## src/rtl/adc_rd_pkg.sv

```systemverilog
package adc_rd_pkg;

    localparam int FRAME_BITS = 16;
    localparam int DATA_BITS  = 12;
    localparam int HDR_BITS   = 3;
    localparam int BIT_W      = $clog2(FRAME_BITS + 1);

    typedef enum logic [2:0] {
        S_IDLE,
        S_PREP,
        S_SETUP,
        S_IFALL,
        S_WAIT,
        S_READ,
        S_DONE
    } rd_state_e;

    typedef struct packed {
        logic                 chid;
        logic [DATA_BITS-1:0] data;
    } rd_result_t;

    function automatic logic hdr_good(input logic [FRAME_BITS-1:0] f);
        return &f[FRAME_BITS-1 -: HDR_BITS];
    endfunction

    function automatic rd_result_t frame_fields(input logic [FRAME_BITS-1:0] f);
        rd_result_t r;
        r.chid = f[DATA_BITS];
        r.data = f[DATA_BITS-1:0];
        return r;
    endfunction

endpackage

```

## src/rtl/adc_rd_clkdiv.sv

```systemverilog
module adc_rd_clkdiv #(
    parameter int DIV_W = 8
) (
    input  logic             clk,
    input  logic             rst,
    input  logic             run,
    input  logic [DIV_W-1:0] half_m1,
    output logic             tick
);

    logic [DIV_W-1:0] cnt_q;

    assign tick = run && (cnt_q == half_m1);

    always_ff @(posedge clk) begin
        if (rst || !run || tick) begin
            cnt_q <= '0;
        end else begin
            cnt_q <= cnt_q + 1'b1;
        end
    end

    AST_DIV_BOUND: assert property (@(posedge clk) disable iff (rst)
        run |-> (cnt_q <= half_m1));

endmodule

```

## src/rtl/adc_rd_frame.sv

```systemverilog
module adc_rd_frame
    import adc_rd_pkg::*;
(
    input  logic                  clk,
    input  logic                  rst,
    input  logic                  clr,
    input  logic                  shift_en,
    input  logic                  bit_in,
    output logic [FRAME_BITS-1:0] frame_o,
    output logic                  hdr_ok_o
);

    always_ff @(posedge clk) begin
        if (rst || clr) begin
            frame_o <= '0;
        end else if (shift_en) begin
            frame_o <= {frame_o[FRAME_BITS-2:0], bit_in};
        end
    end

    assign hdr_ok_o = hdr_good(frame_o);

    AST_SHIFT_HOLD: assert property (@(posedge clk) disable iff (rst)
        (!shift_en && !clr) |=> $stable(frame_o));

endmodule

```

## src/rtl/adc_rd_ctrl.sv

```systemverilog
module adc_rd_ctrl
    import adc_rd_pkg::*;
#(
    parameter int DIV_W = 8,
    parameter int SET_W = 8,
    parameter int TO_W  = 16
) (
    input  logic                 clk,
    input  logic                 rst,
    input  logic                 start,
    input  logic                 int_mode,
    input  logic [DIV_W-1:0]     half_m1,
    input  logic [SET_W-1:0]     setup_cyc,
    input  logic [TO_W-1:0]      eoc_limit,
    input  logic                 adc_dout,
    output logic                 adc_cs_n,
    output logic                 adc_sclk,
    output logic                 busy,
    output logic                 res_valid,
    output logic                 res_err,
    output logic                 res_chid,
    output logic [DATA_BITS-1:0] res_data
);

    localparam int CNT_W = (SET_W > TO_W) ? SET_W : TO_W;

    rd_state_e             state;
    logic                  cs_q;
    logic                  sclk_q;
    logic                  mode_q;
    logic [CNT_W-1:0]      cnt;
    logic [BIT_W-1:0]      bits;
    rd_result_t            res_q;
    logic                  tick;
    logic                  setup_end;
    logic                  take;
    logic [FRAME_BITS-1:0] frame;
    logic                  hdr_ok;

    assign setup_end = (state == S_SETUP) && (cnt == CNT_W'(setup_cyc));

    // A sample is taken on every clock edge that drives adc_sclk from 0 to 1.
    assign take = (setup_end && !mode_q)
               || ((state == S_WAIT) && adc_dout)
               || ((state == S_READ) && tick && !sclk_q);

    adc_rd_clkdiv #(.DIV_W(DIV_W)) u_div (
        .clk     (clk),
        .rst     (rst),
        .run     ((state == S_IFALL) || (state == S_READ)),
        .half_m1 (half_m1),
        .tick    (tick)
    );

    adc_rd_frame u_frame (
        .clk      (clk),
        .rst      (rst),
        .clr      ((state == S_IDLE) && start),
        .shift_en (take),
        .bit_in   (adc_dout),
        .frame_o  (frame),
        .hdr_ok_o (hdr_ok)
    );

    always_ff @(posedge clk) begin
        if (rst) begin
            state     <= S_IDLE;
            cs_q      <= 1'b1;
            sclk_q    <= 1'b0;
            mode_q    <= 1'b0;
            cnt       <= '0;
            bits      <= '0;
            res_valid <= 1'b0;
            res_err   <= 1'b0;
            res_q     <= '0;
        end else begin
            res_valid <= 1'b0;
            res_err   <= 1'b0;
            if (take) begin
                bits <= bits + 1'b1;
            end
            case (state)
                S_IDLE: begin
                    if (start) begin
                        mode_q <= int_mode;
                        sclk_q <= int_mode;
                        bits   <= '0;
                        state  <= S_PREP;
                    end
                end
                S_PREP: begin
                    cs_q  <= 1'b0;
                    cnt   <= '0;
                    state <= S_SETUP;
                end
                S_SETUP: begin
                    if (setup_end) begin
                        sclk_q <= !mode_q;
                        state  <= mode_q ? S_IFALL : S_READ;
                    end else begin
                        cnt <= cnt + 1'b1;
                    end
                end
                S_IFALL: begin
                    if (tick) begin
                        cnt   <= '0;
                        state <= S_WAIT;
                    end
                end
                S_WAIT: begin
                    if (adc_dout) begin
                        sclk_q <= 1'b1;
                        state  <= S_READ;
                    end else if (cnt == CNT_W'(eoc_limit)) begin
                        state <= S_DONE;
                    end else begin
                        cnt <= cnt + 1'b1;
                    end
                end
                S_READ: begin
                    if (tick) begin
                        sclk_q <= !sclk_q;
                        if (sclk_q && (bits == BIT_W'(FRAME_BITS))) begin
                            state <= S_DONE;
                        end
                    end
                end
                S_DONE: begin
                    cs_q   <= 1'b1;
                    sclk_q <= 1'b0;
                    state  <= S_IDLE;
                    if (hdr_ok) begin
                        res_valid <= 1'b1;
                        res_q     <= frame_fields(frame);
                    end else begin
                        res_err <= 1'b1;
                        res_q   <= '0;
                    end
                end
                default: state <= S_IDLE;
            endcase
        end
    end

    assign adc_cs_n = cs_q;
    assign adc_sclk = sclk_q;
    assign busy     = (state != S_IDLE);
    assign res_chid = res_q.chid;
    assign res_data = res_q.data;

    AST_MODE_AT_CS_FALL: assert property (@(posedge clk) disable iff (rst)
        $fell(adc_cs_n) |-> ((adc_sclk == mode_q) && $stable(adc_sclk)));
    AST_SCLK_LOW_WAIT: assert property (@(posedge clk) disable iff (rst)
        (state == S_WAIT) |-> !adc_sclk);
    AST_BITS_CAP: assert property (@(posedge clk) disable iff (rst)
        bits <= BIT_W'(FRAME_BITS));
    AST_ONE_OUTCOME: assert property (@(posedge clk) disable iff (rst)
        $onehot0({res_valid, res_err}));
    AST_VALID_HDR: assert property (@(posedge clk) disable iff (rst)
        res_valid |-> $past(hdr_ok));
    AST_CS_RISE_REPORT: assert property (@(posedge clk) disable iff (rst)
        $rose(adc_cs_n) |-> ((res_valid || res_err) && !adc_sclk));
    AST_IDLE_QUIET: assert property (@(posedge clk) disable iff (rst)
        !busy |-> (adc_cs_n && !adc_sclk));

endmodule

```

## config.mk

```make
export PLATFORM = sky130hd
export DESIGN_NAME = adc_rd_ctrl
export DESIGN_NICKNAME = d
export VERILOG_FILES = /design/src/rtl/adc_rd_pkg.sv /design/src/rtl/adc_rd_clkdiv.sv /design/src/rtl/adc_rd_frame.sv /design/src/rtl/adc_rd_ctrl.sv
export SDC_FILE = /design/constraint.sdc
export NUM_CORES = 1
export LEC_CHECK = 0
export CORE_UTILIZATION = 50
export CTS_CLUSTER_SIZE = 28
export DETAILED_ROUTE_END_ITERATION = 6
export DONT_BUFFER_PORTS = 1
export SLEW_MARGIN = 15
export SYNTH_ARGS = -nofsm -noshare
export SYNTH_HDL_FRONTEND = slang
export SYNTH_SLANG_ARGS = --single-unit
```

## constraint.sdc

```tcl
create_clock -name clk -period 3.77 [get_ports clk]
set_input_delay 0.1885 -clock clk [delete_from_list [all_inputs] [get_ports clk]]
set_output_delay 0.1885 -clock clk [all_outputs]
set_load 0.1 [all_outputs]
```

# After elaboration in Yosys (flattened, before gate mapping)
# Cells that the tools add are included.
# W data, S select, Z words.
word_totals:
  ff_bits: 66
  latchBits: 0
  ram_bits: 0
  mem_bits_ro: 0
  inputBits: 37
  elab_cells: 90
  mem_count: 0
op_classes:
  addsub: 3
  n_mul: 0
  div_mod_pow: 0
  order_cmp: 0
  n_eq_ne: 20
  shifts: 0
  n_mux: 26
  n_bitwise: 1
  reduce_logical: 28
op_table:
  columns: ["cell", "count"]
  rows:
  - ["$mux W16", 4]
  - ["$pmux W16 S4", 1]
  - ["$mux W3", 8]
  - ["$pmux W3 S6", 1]
  - ["$add A16 B1 Y16 const B", 1]
  - ["$eq A16 B16 Y1", 1]
  - ["$eq A16 B8 Y1", 1]
  - ["$ne A2 B2 Y1 const B", 8]
  - ["$mux W5", 3]
  - ["$mux W13", 1]
  - ["$reduce_and A5 Y1", 2]
  - ["$eq A3 B3 Y1 const B", 3]
  - ["$add A8 B1 Y8 const B", 1]
  - ["$eq A8 B8 Y1", 1]
  - ["$logic_and A1 B1 Y1", 8]
  - ["$eq A3 B2 Y1 const B", 2]
  - ["$logic_or A1 B1 Y1", 6]
  - ["$mux W1", 6]
  - ["$reduce_and A6 Y1", 1]
  - ["$add A5 B1 Y5 const B", 1]
  - ["$eq A5 B5 Y1 const B", 1]
  - ["$pmux W1 S5", 1]
  - ["$reduce_bool A5 Y1", 1]
  - ["$reduce_bool A4 Y1", 1]
  - ["other kinds (12)", 14]

# Longest topological paths before layout
logic_depth:
  ltp_word: 9
  mapped_depth: 9
  mapped_depth_nobuf: 6

# By module
# A second synthesis with hierarchy kept.
unflattened:
  cells_unflattened: 369
  hier_area_um2: 3392.0
modules_own_cells:
  columns: ["mod", "instances", "cells_each", "area_per_inst_um2"]
  rows:
  - ["adc_rd_ctrl", 1, 267, 2323.5]
  - ["adc_rd_frame", 1, 54, 594.3]
  - ["adc_rd_clkdiv", 1, 48, 474.2]

# Worst setup path after synthesis
# OpenSTA, ideal clock, no wires.
synth_timing:
  path_kind: "register -> register"
  startpoint: "register sclk_q (netlist: adc_sclk)"
  endpoint: "register bits[1]"
  arrival_ps: 1931
  t_required_ps: 3648
  slack_ps: 1717
  stages_incl_launch_ff: 8
  path_buffers: 2
  period_less_slack_ps: 2053
  path_cell_list: "dfxtp_1 or3_1 nor3_1 a211o_1 buf_4 buf_4 nand3_1 o31ai_1"
synth_between:
  elab_chain_len: 6
synth_lines:
  columns: ["element", "line", "rtl"]
  rows:
  - ["from (decl)", "adc_rd_ctrl.sv:29", "logic sclk_q;"]
  - ["from (signal assigned)", "adc_rd_ctrl.sv:86", "sclk_q <= int_mode;"]
  - ["from (signal assigned)", "adc_rd_ctrl.sv:98", "sclk_q <= !mode_q;"]
  - ["from (signal assigned)", "adc_rd_ctrl.sv:122", "sclk_q <= !sclk_q;"]
  - ["$logic_not A1 Y1 (*)", "adc_rd_ctrl.sv:45", "|| ((state == S_READ) && tick && !sclk_q);"]
  - ["$logic_and A1 B1 Y1 (*)", "adc_rd_ctrl.sv:45", null]
  - ["$logic_or A1 B1 Y1 (*)", "adc_rd_ctrl.sv:45", null]
  - ["$mux W5 (*)", "adc_rd_ctrl.sv:79", "if (take) begin"]
  - ["$mux W5", "adc_rd_ctrl.sv:84", "if (start) begin"]
  - ["$mux W5 (*)", "adc_rd_ctrl.sv:82", "case (state)"]
  - ["to (signal assigned)", "adc_rd_ctrl.sv:80", "bits <= bits + 1'b1;"]
  - ["to (decl)", "adc_rd_ctrl.sv:32", "logic [BIT_W-1:0] bits;"]
# Mark *: on every way between the ends. The rest lies on a longest branch, timed or not.
# A chain may end at the register's enable or synchronous reset.

# Worst setup path in the final report
layout_timing:
  startpoint: "register state[0]"
  endpoint: "register cnt[4]"
layout_between:
  elab_chain_len: 5
layout_lines:
  columns: ["element", "line", "rtl"]
  rows:
  - ["from (decl)", "adc_rd_ctrl.sv:27", "rd_state_e state;"]
  - ["from (signal assigned)", "adc_rd_ctrl.sv:99", "state <= mode_q ? S_IFALL : S_READ;"]
  - ["$eq A3 B2 Y1 / $eq A3 B3 Y1 (equally long branches)", "adc_rd_ctrl.sv:50, adc_rd_ctrl.sv:82", null]
  - ["$logic_or A1 B1 Y1", "adc_rd_ctrl.sv:50", ".run ((state == S_IFALL) || (state == S_READ)),"]
  - ["$logic_and A1 B1 Y1", "adc_rd_clkdiv.sv:13", "assign tick = run && (cnt_q == half_m1);"]
  - ["$ne A2 B2 Y1 (no source line)", null, null]
  - ["$reduce_and A5 Y1 (no source line)", null, null]
  - ["to (signal assigned)", "adc_rd_ctrl.sv:101", "cnt <= cnt + 1'b1;"]
  - ["to (signal assigned)", "adc_rd_ctrl.sv:117", "cnt <= cnt + 1'b1;"]
  - ["to (decl)", "adc_rd_ctrl.sv:31", "logic [CNT_W-1:0] cnt;"]
# Several ways; a longest one is shown, not always the timed one.

==> metrics.txt <==
# TYPE chip_impl_metric gauge
chip_impl_info{name="run_status",value="complete, no violations"} 1
chip_impl_metric{name="worst_path_largest_cell_delay",unit="ps"} 680
chip_impl_metric{name="critPathRequiredTime",unit="ps"} 4050
chip_impl_info{name="ys_dominant_reg_cell",value="sky130_fd_sc_hd__dfxtp_1"} 1
chip_impl_metric{name="synthSimpleGateAreaFrac",unit="%"} 26.36
chip_impl_metric{name="max_slew.worst_pin.slew",unit="ps"} 1132
chip_impl_metric{name="design_area",unit="µm²"} 3739
chip_impl_info{name="worstHoldStart",value="start"} 1
chip_impl_metric{name="core",unit="µm²"} 6756
chip_impl_metric{name="synthesized_area_fraction_occupied_by_ao_oa_aoi_and_oai_cells",unit="%"} 16.68
chip_impl_metric{name="yosys.area_share.xor_xnor",unit="%"} 9.792
chip_impl_metric{name="grt_pass1_wl",unit="µm"} 13010
chip_impl_metric{name="p_seq_share",unit="%"} 40.4
chip_impl_metric{name="timing.slew.headroom",unit="%"} 24.51
chip_impl_metric{name="cts.htree.levels",unit=""} 3
chip_impl_metric{name="path_clk_slew",unit="ps"} 80
chip_impl_metric{name="crit_buf_inv",unit=""} 2
chip_impl_metric{name="critical_path_cell_count",unit=""} 7
chip_impl_metric{name="floorplan.die_area",unit="µm²"} 7315
chip_impl_metric{name="place.gp.congestion",unit=""} 0.8558
chip_impl_info{name="critical_path_class",value="register to register"} 1
chip_impl_metric{name="placement.io_buffers",unit=""} 0
chip_impl_metric{name="layout-drive-gt1-share",unit="%"} 9.512
chip_impl_metric{name="pin_count",unit=""} 55
chip_impl_metric{name="antenna_left",unit=""} 0
chip_impl_metric{name="n_antenna_cell",unit=""} 0
chip_impl_info{name="crit_path_end_kind",value="register"} 1
chip_impl_metric{name="period_share",unit="%"} 68.98
chip_impl_metric{name="syn2layout_area_growth",unit="%"} 7.174
chip_impl_metric{name="maxCapViolations",unit=""} 0
chip_impl_metric{name="global_route.usage.total",unit="%"} 22.66
chip_impl_metric{name="resized_gates_after_cts",unit=""} 0
chip_impl_metric{name="wl_per_cell",unit="µm"} 15.71
chip_impl_metric{name="dpl-instance-area",unit="µm²"} 3475
chip_impl_info{name="largest_family_of_logic_cells_by_synthesized_area",value="simple AND/OR/NAND/NOR gates"} 1
chip_impl_metric{name="muxShareOfSynthArea",unit="%"} 2.009
chip_impl_metric{name="power.internal",unit="W"} 0.001252
chip_impl_info{name="r2r_start",value="state[0]$_SDFFE_PP0P_"} 1
chip_impl_metric{name="die-width",unit="µm"} 85.53
chip_impl_info{name="most_common_cell_after_layout_fill_and_taps_aside",value="sky130_fd_sc_hd__dfxtp_1"} 1
chip_impl_metric{name="setup_viol",unit=""} 0
chip_impl_info{name="r2r-end",value="cnt[4]$_SDFFE_PP0P_"} 1
chip_impl_info{name="timing.critical_path.max_delay_family",value="simple AND/OR/NAND/NOR gates"} 1
chip_impl_metric{name="rows",unit=""} 30
chip_impl_metric{name="p_per_area",unit="nW/µm²"} 534.7
chip_impl_info{name="startpoint",value="state[0]$_SDFFE_PP0P_"} 1
chip_impl_metric{name="place_worst_setup_slack",unit="ps"} 1208
chip_impl_metric{name="post_synth.cell_area_avg",unit="µm²"} 8.529
chip_impl_metric{name="power.switching",unit="W"} 0.0007473
chip_impl_metric{name="finalNetCount",unit=""} 446
chip_impl_metric{name="cts_buffers",unit=""} 9
chip_impl_metric{name="ctsLongestPathBuffers",unit=""} 2
chip_impl_metric{name="detailedRoute.firstPassIterationCount",unit=""} 4
chip_impl_metric{name="initial_core_util",unit="%"} 51.63
chip_impl_info{name="setup_repair_after_global_routing_missed_its_margin",value="no"} 1
chip_impl_info{name="synth.area.top_cells",value="sky130_fd_sc_hd__dfxtp_1 38%, sky130_fd_sc_hd__xor2_1 5.3%, sky130_fd_sc_hd__nand3_1 5.2%, sky130_fd_sc_hd__nand2_1 4.7%, sky130_fd_sc_hd__xnor2_1 4.5%"} 1
chip_impl_info{name="cts_root_buffer",value="sky130_fd_sc_hd__clkbuf_8"} 1
chip_impl_metric{name="detailroute.via_count",unit=""} 2917
chip_impl_info{name="crit_slowest_cell",value="sky130_fd_sc_hd__dfxtp_1"} 1
chip_impl_info{name="crit_path_cell_trace",value="nor3_1 -> inv_2 -> buf_4 -> and3_1 -> nand2_2 -> or4_1 -> a21oi_1"} 1
chip_impl_info{name="critical_path.endpoint",value="cnt[4]$_SDFFE_PP0P_"} 1
chip_impl_metric{name="netlist_instances",unit=""} 409
chip_impl_info{name="post_synthesis_cell_type_with_the_largest_combined_area",value="sky130_fd_sc_hd__dfxtp_1"} 1
chip_impl_metric{name="routed_via_density",unit=""} 5.953
chip_impl_metric{name="seq_area_frac_synth",unit="%"} 37.88
chip_impl_metric{name="post_synth_num_cell_types",unit=""} 53
chip_impl_metric{name="crit_fanout",unit=""} 17
chip_impl_metric{name="synth_edf_count",unit=""} 0
chip_impl_metric{name="initialDrtViolationCount",unit=""} 178
chip_impl_metric{name="totalNegativeSetupSlack",unit="ps"} 0
chip_impl_info{name="worst_setup_path_start_kind",value="register"} 1
chip_impl_info{name="kind_of_path_behind_the_tightest_hold_check",value="input pin to register"} 1
chip_impl_metric{name="power_switching_share",unit="%"} 37.38
chip_impl_metric{name="r2r_depth",unit=""} 7
chip_impl_metric{name="post_cts_hold_fix_bufs",unit=""} 4
chip_impl_metric{name="post_synth_fa_ha_maj_area_fraction",unit="%"} 1.435
chip_impl_metric{name="yosysWarningCount",unit=""} 0
chip_impl_metric{name="residual_drc",unit=""} 0
chip_impl_metric{name="grt_overflow_total",unit=""} 0
chip_impl_metric{name="final.setup_skew",unit="ps"} 9.156
chip_impl_metric{name="final.setup.worst_slack",unit="ps"} 1169
chip_impl_metric{name="p_leak",unit="nW"} 1.286
chip_impl_metric{name="die_y",unit="µm"} 85.53
chip_impl_metric{name="final-max-slew-violation-count",unit=""} 0
chip_impl_metric{name="route.final.wire_length",unit="µm"} 7698
chip_impl_metric{name="timing.final.hold_violations",unit=""} 0
chip_impl_metric{name="hold-path-cell-count",unit=""} 3
chip_impl_metric{name="antenna_found_initial",unit=""} 0
chip_impl_metric{name="comb_power_share",unit="%"} 25.5
chip_impl_metric{name="synth.top_cell.area_share",unit="%"} 37.88
chip_impl_info{name="most-common-layout-cells",value="66 x sky130_fd_sc_hd__dfxtp_1, 44 x sky130_fd_sc_hd__nand2_1, 36 x sky130_fd_sc_hd__nand3_1"} 1
chip_impl_metric{name="hold_ws",unit="ps"} 68.41
chip_impl_metric{name="clk-insertion-delay-late",unit="ps"} 350
chip_impl_metric{name="vdd_drop_max",unit="V"} 0.0002807
chip_impl_metric{name="p_clk_share",unit="%"} 34.0
chip_impl_metric{name="critical_path_arrival",unit="ps"} 2880
chip_impl_metric{name="mappedNetlistNets",unit=""} 450
chip_impl_metric{name="ys_seq_elements",unit=""} 66
chip_impl_metric{name="syn-cell-area",unit="µm²"} 3488
chip_impl_metric{name="fmax",unit="MHz"} 384.5
chip_impl_metric{name="postCtsSetupRepairBufs",unit=""} 0
chip_impl_metric{name="clkSinkCount",unit=""} 66
chip_impl_metric{name="reg2reg_setup_slack",unit="ps"} 1170
chip_impl_metric{name="grt_pass1_vias",unit=""} 2656
chip_impl_metric{name="asyncSetResetFlopFracSynth",unit="%"} 0
chip_impl_metric{name="final_hpwl_from_detailed_placement",unit="µm"} 5291
chip_impl_metric{name="grt_start_max_net_pins",unit=""} 38
chip_impl_metric{name="post-route-min-period",unit="ps"} 2601
chip_impl_metric{name="power.total",unit="W"} 0.001999
chip_impl_info{name="clock_tree_from_tritoncts",value="yes"} 1
==> metrics by stage <==
stage               std cells  utilization (%)
floorplan                 409                -
global placement          470            51.43
detailed placement        470            51.43
CTS                       490            55.33
global route              490            55.33
finish                    490            55.33
==> cell usage after synthesis, types with 2 or more instances <==
cell type,n
sky130_fd_sc_hd__dfxtp_1,66
sky130_fd_sc_hd__nand2_1,44
sky130_fd_sc_hd__nand3_1,36
sky130_fd_sc_hd__a21oi_1,24
sky130_fd_sc_hd__nor2_1,22
sky130_fd_sc_hd__xor2_1,21
sky130_fd_sc_hd__o21ai_1,19
sky130_fd_sc_hd__xnor2_1,18
sky130_fd_sc_hd__a22o_1,13
sky130_fd_sc_hd__nand4_1,11
sky130_fd_sc_hd__nand2b_1,10
sky130_fd_sc_hd__clkbuf_1,9
sky130_fd_sc_hd__inv_1,9
sky130_fd_sc_hd__mux2i_1,7
sky130_fd_sc_hd__nor4_1,7
sky130_fd_sc_hd__o31ai_1,7
sky130_fd_sc_hd__and3_1,6
sky130_fd_sc_hd__buf_6,6
sky130_fd_sc_hd__nor3_1,6
sky130_fd_sc_hd__buf_4,5
sky130_fd_sc_hd__nor4_2,5
sky130_fd_sc_hd__or4_1,5
sky130_fd_sc_hd__a2bb2oi_1,4
sky130_fd_sc_hd__buf_2,4
sky130_fd_sc_hd__ha_1,4
sky130_fd_sc_hd__o21ai_0,4
sky130_fd_sc_hd__nor3_2,3
sky130_fd_sc_hd__nor3b_1,3
sky130_fd_sc_hd__or3_1,3
sky130_fd_sc_hd__and2_1,2
sky130_fd_sc_hd__inv_2,2
sky130_fd_sc_hd__nand4b_1,2
sky130_fd_sc_hd__o211ai_1,2
==> how the worst min path moves through the flow <==
stage	endpoint	slack, ps
floorplan	u_frame.frame_o[0]$_SDFFE_PP0P_	330
global placement	mode_q$_SDFFE_PP0P_	260
detailed placement	mode_q$_SDFFE_PP0P_	260
CTS	mode_q$_SDFFE_PP0P_	60
global route	mode_q$_SDFFE_PP0P_	90
finish	mode_q$_SDFFE_PP0P_	70
==> worst reg2reg max path: cells and delay by family, from the launching register on <==
| family | cells | cell delay [ps] |
|---|---|---|
| buffers and inverters | 2 | 370 |
| AND/OR/NAND/NOR | 4 | 1330 |
| flip-flops | 1 | 680 |
| AO/OA/AOI/OAI | 1 | 160 |
==> area by class of cell <==
class | count | area (µm²)
clock buffers | 9 | 123.9
clock inverters | 7 | 100.1
fillers | 653 | 3018
inverters | 11 | 41.29
multi-input cells | 307 | 1967
flip-flops and latches | 66 | 1321
well taps | 80 | 100.1
repair buffers | 10 | 85.08
==> logic make-up (layout without fill, tap and decap cells) <==
group                    count (synthesis)  after routing
AO/OA/AOI/OAI                           86             86
XOR/XNOR                                39             39
adder cells (fa/ha/maj)                  4              4
buffers and inverters                   36             37
flip-flops                              66             66
multiplexers                             7              7
AND/OR/NAND/NOR                        171            171
==> per-layer routing <==
| layer | vias to the layer above | global-route usage, % | routed length [µm] |
|---|---|---|---|
| li1 | 1464 | - | - |
| met1 | 1366 | 30.42 | 3675 |
| met2 | 76 | 35.49 | 3512 |
| met3 | 11 | 4.812 | 372 |
| met4 | 0 | 9.545 | 137 |
| met5 | - | 0 | 0 |
==> power groups by stage <==
| stage | sequential (W) | combinational, W | clock (W) |
|---|---|---|---|
| 4_1_cts | 0.000808 | 0.000510 | 0.000693 |
| 3_3_place_gp | 0.000824 | 0.000498 | 0 |
| 3_5_place_dp | 0.000824 | 0.000503 | 0 |
| 6_report | 0.000808 | 0.000511 | 0.000680 |
| 5_1_grt | 0.000816 | 0.000560 | 0.000726 |
| 2_1_floorplan | 0.000822 | 0.000420 | 0 |
==> registers in the layout, summed over array words and instances (netlist names) <==
signal,cells
mode_q,1
res_chid,1
adc_sclk,1
res_valid,1
u_div.cnt_q,8
adc_cs_n,1
res_data,12
bits,5
cnt,16
u_frame.frame_o,16
state,3
res_err,1
No activity file was read; power rests on OpenSTA's default activity.
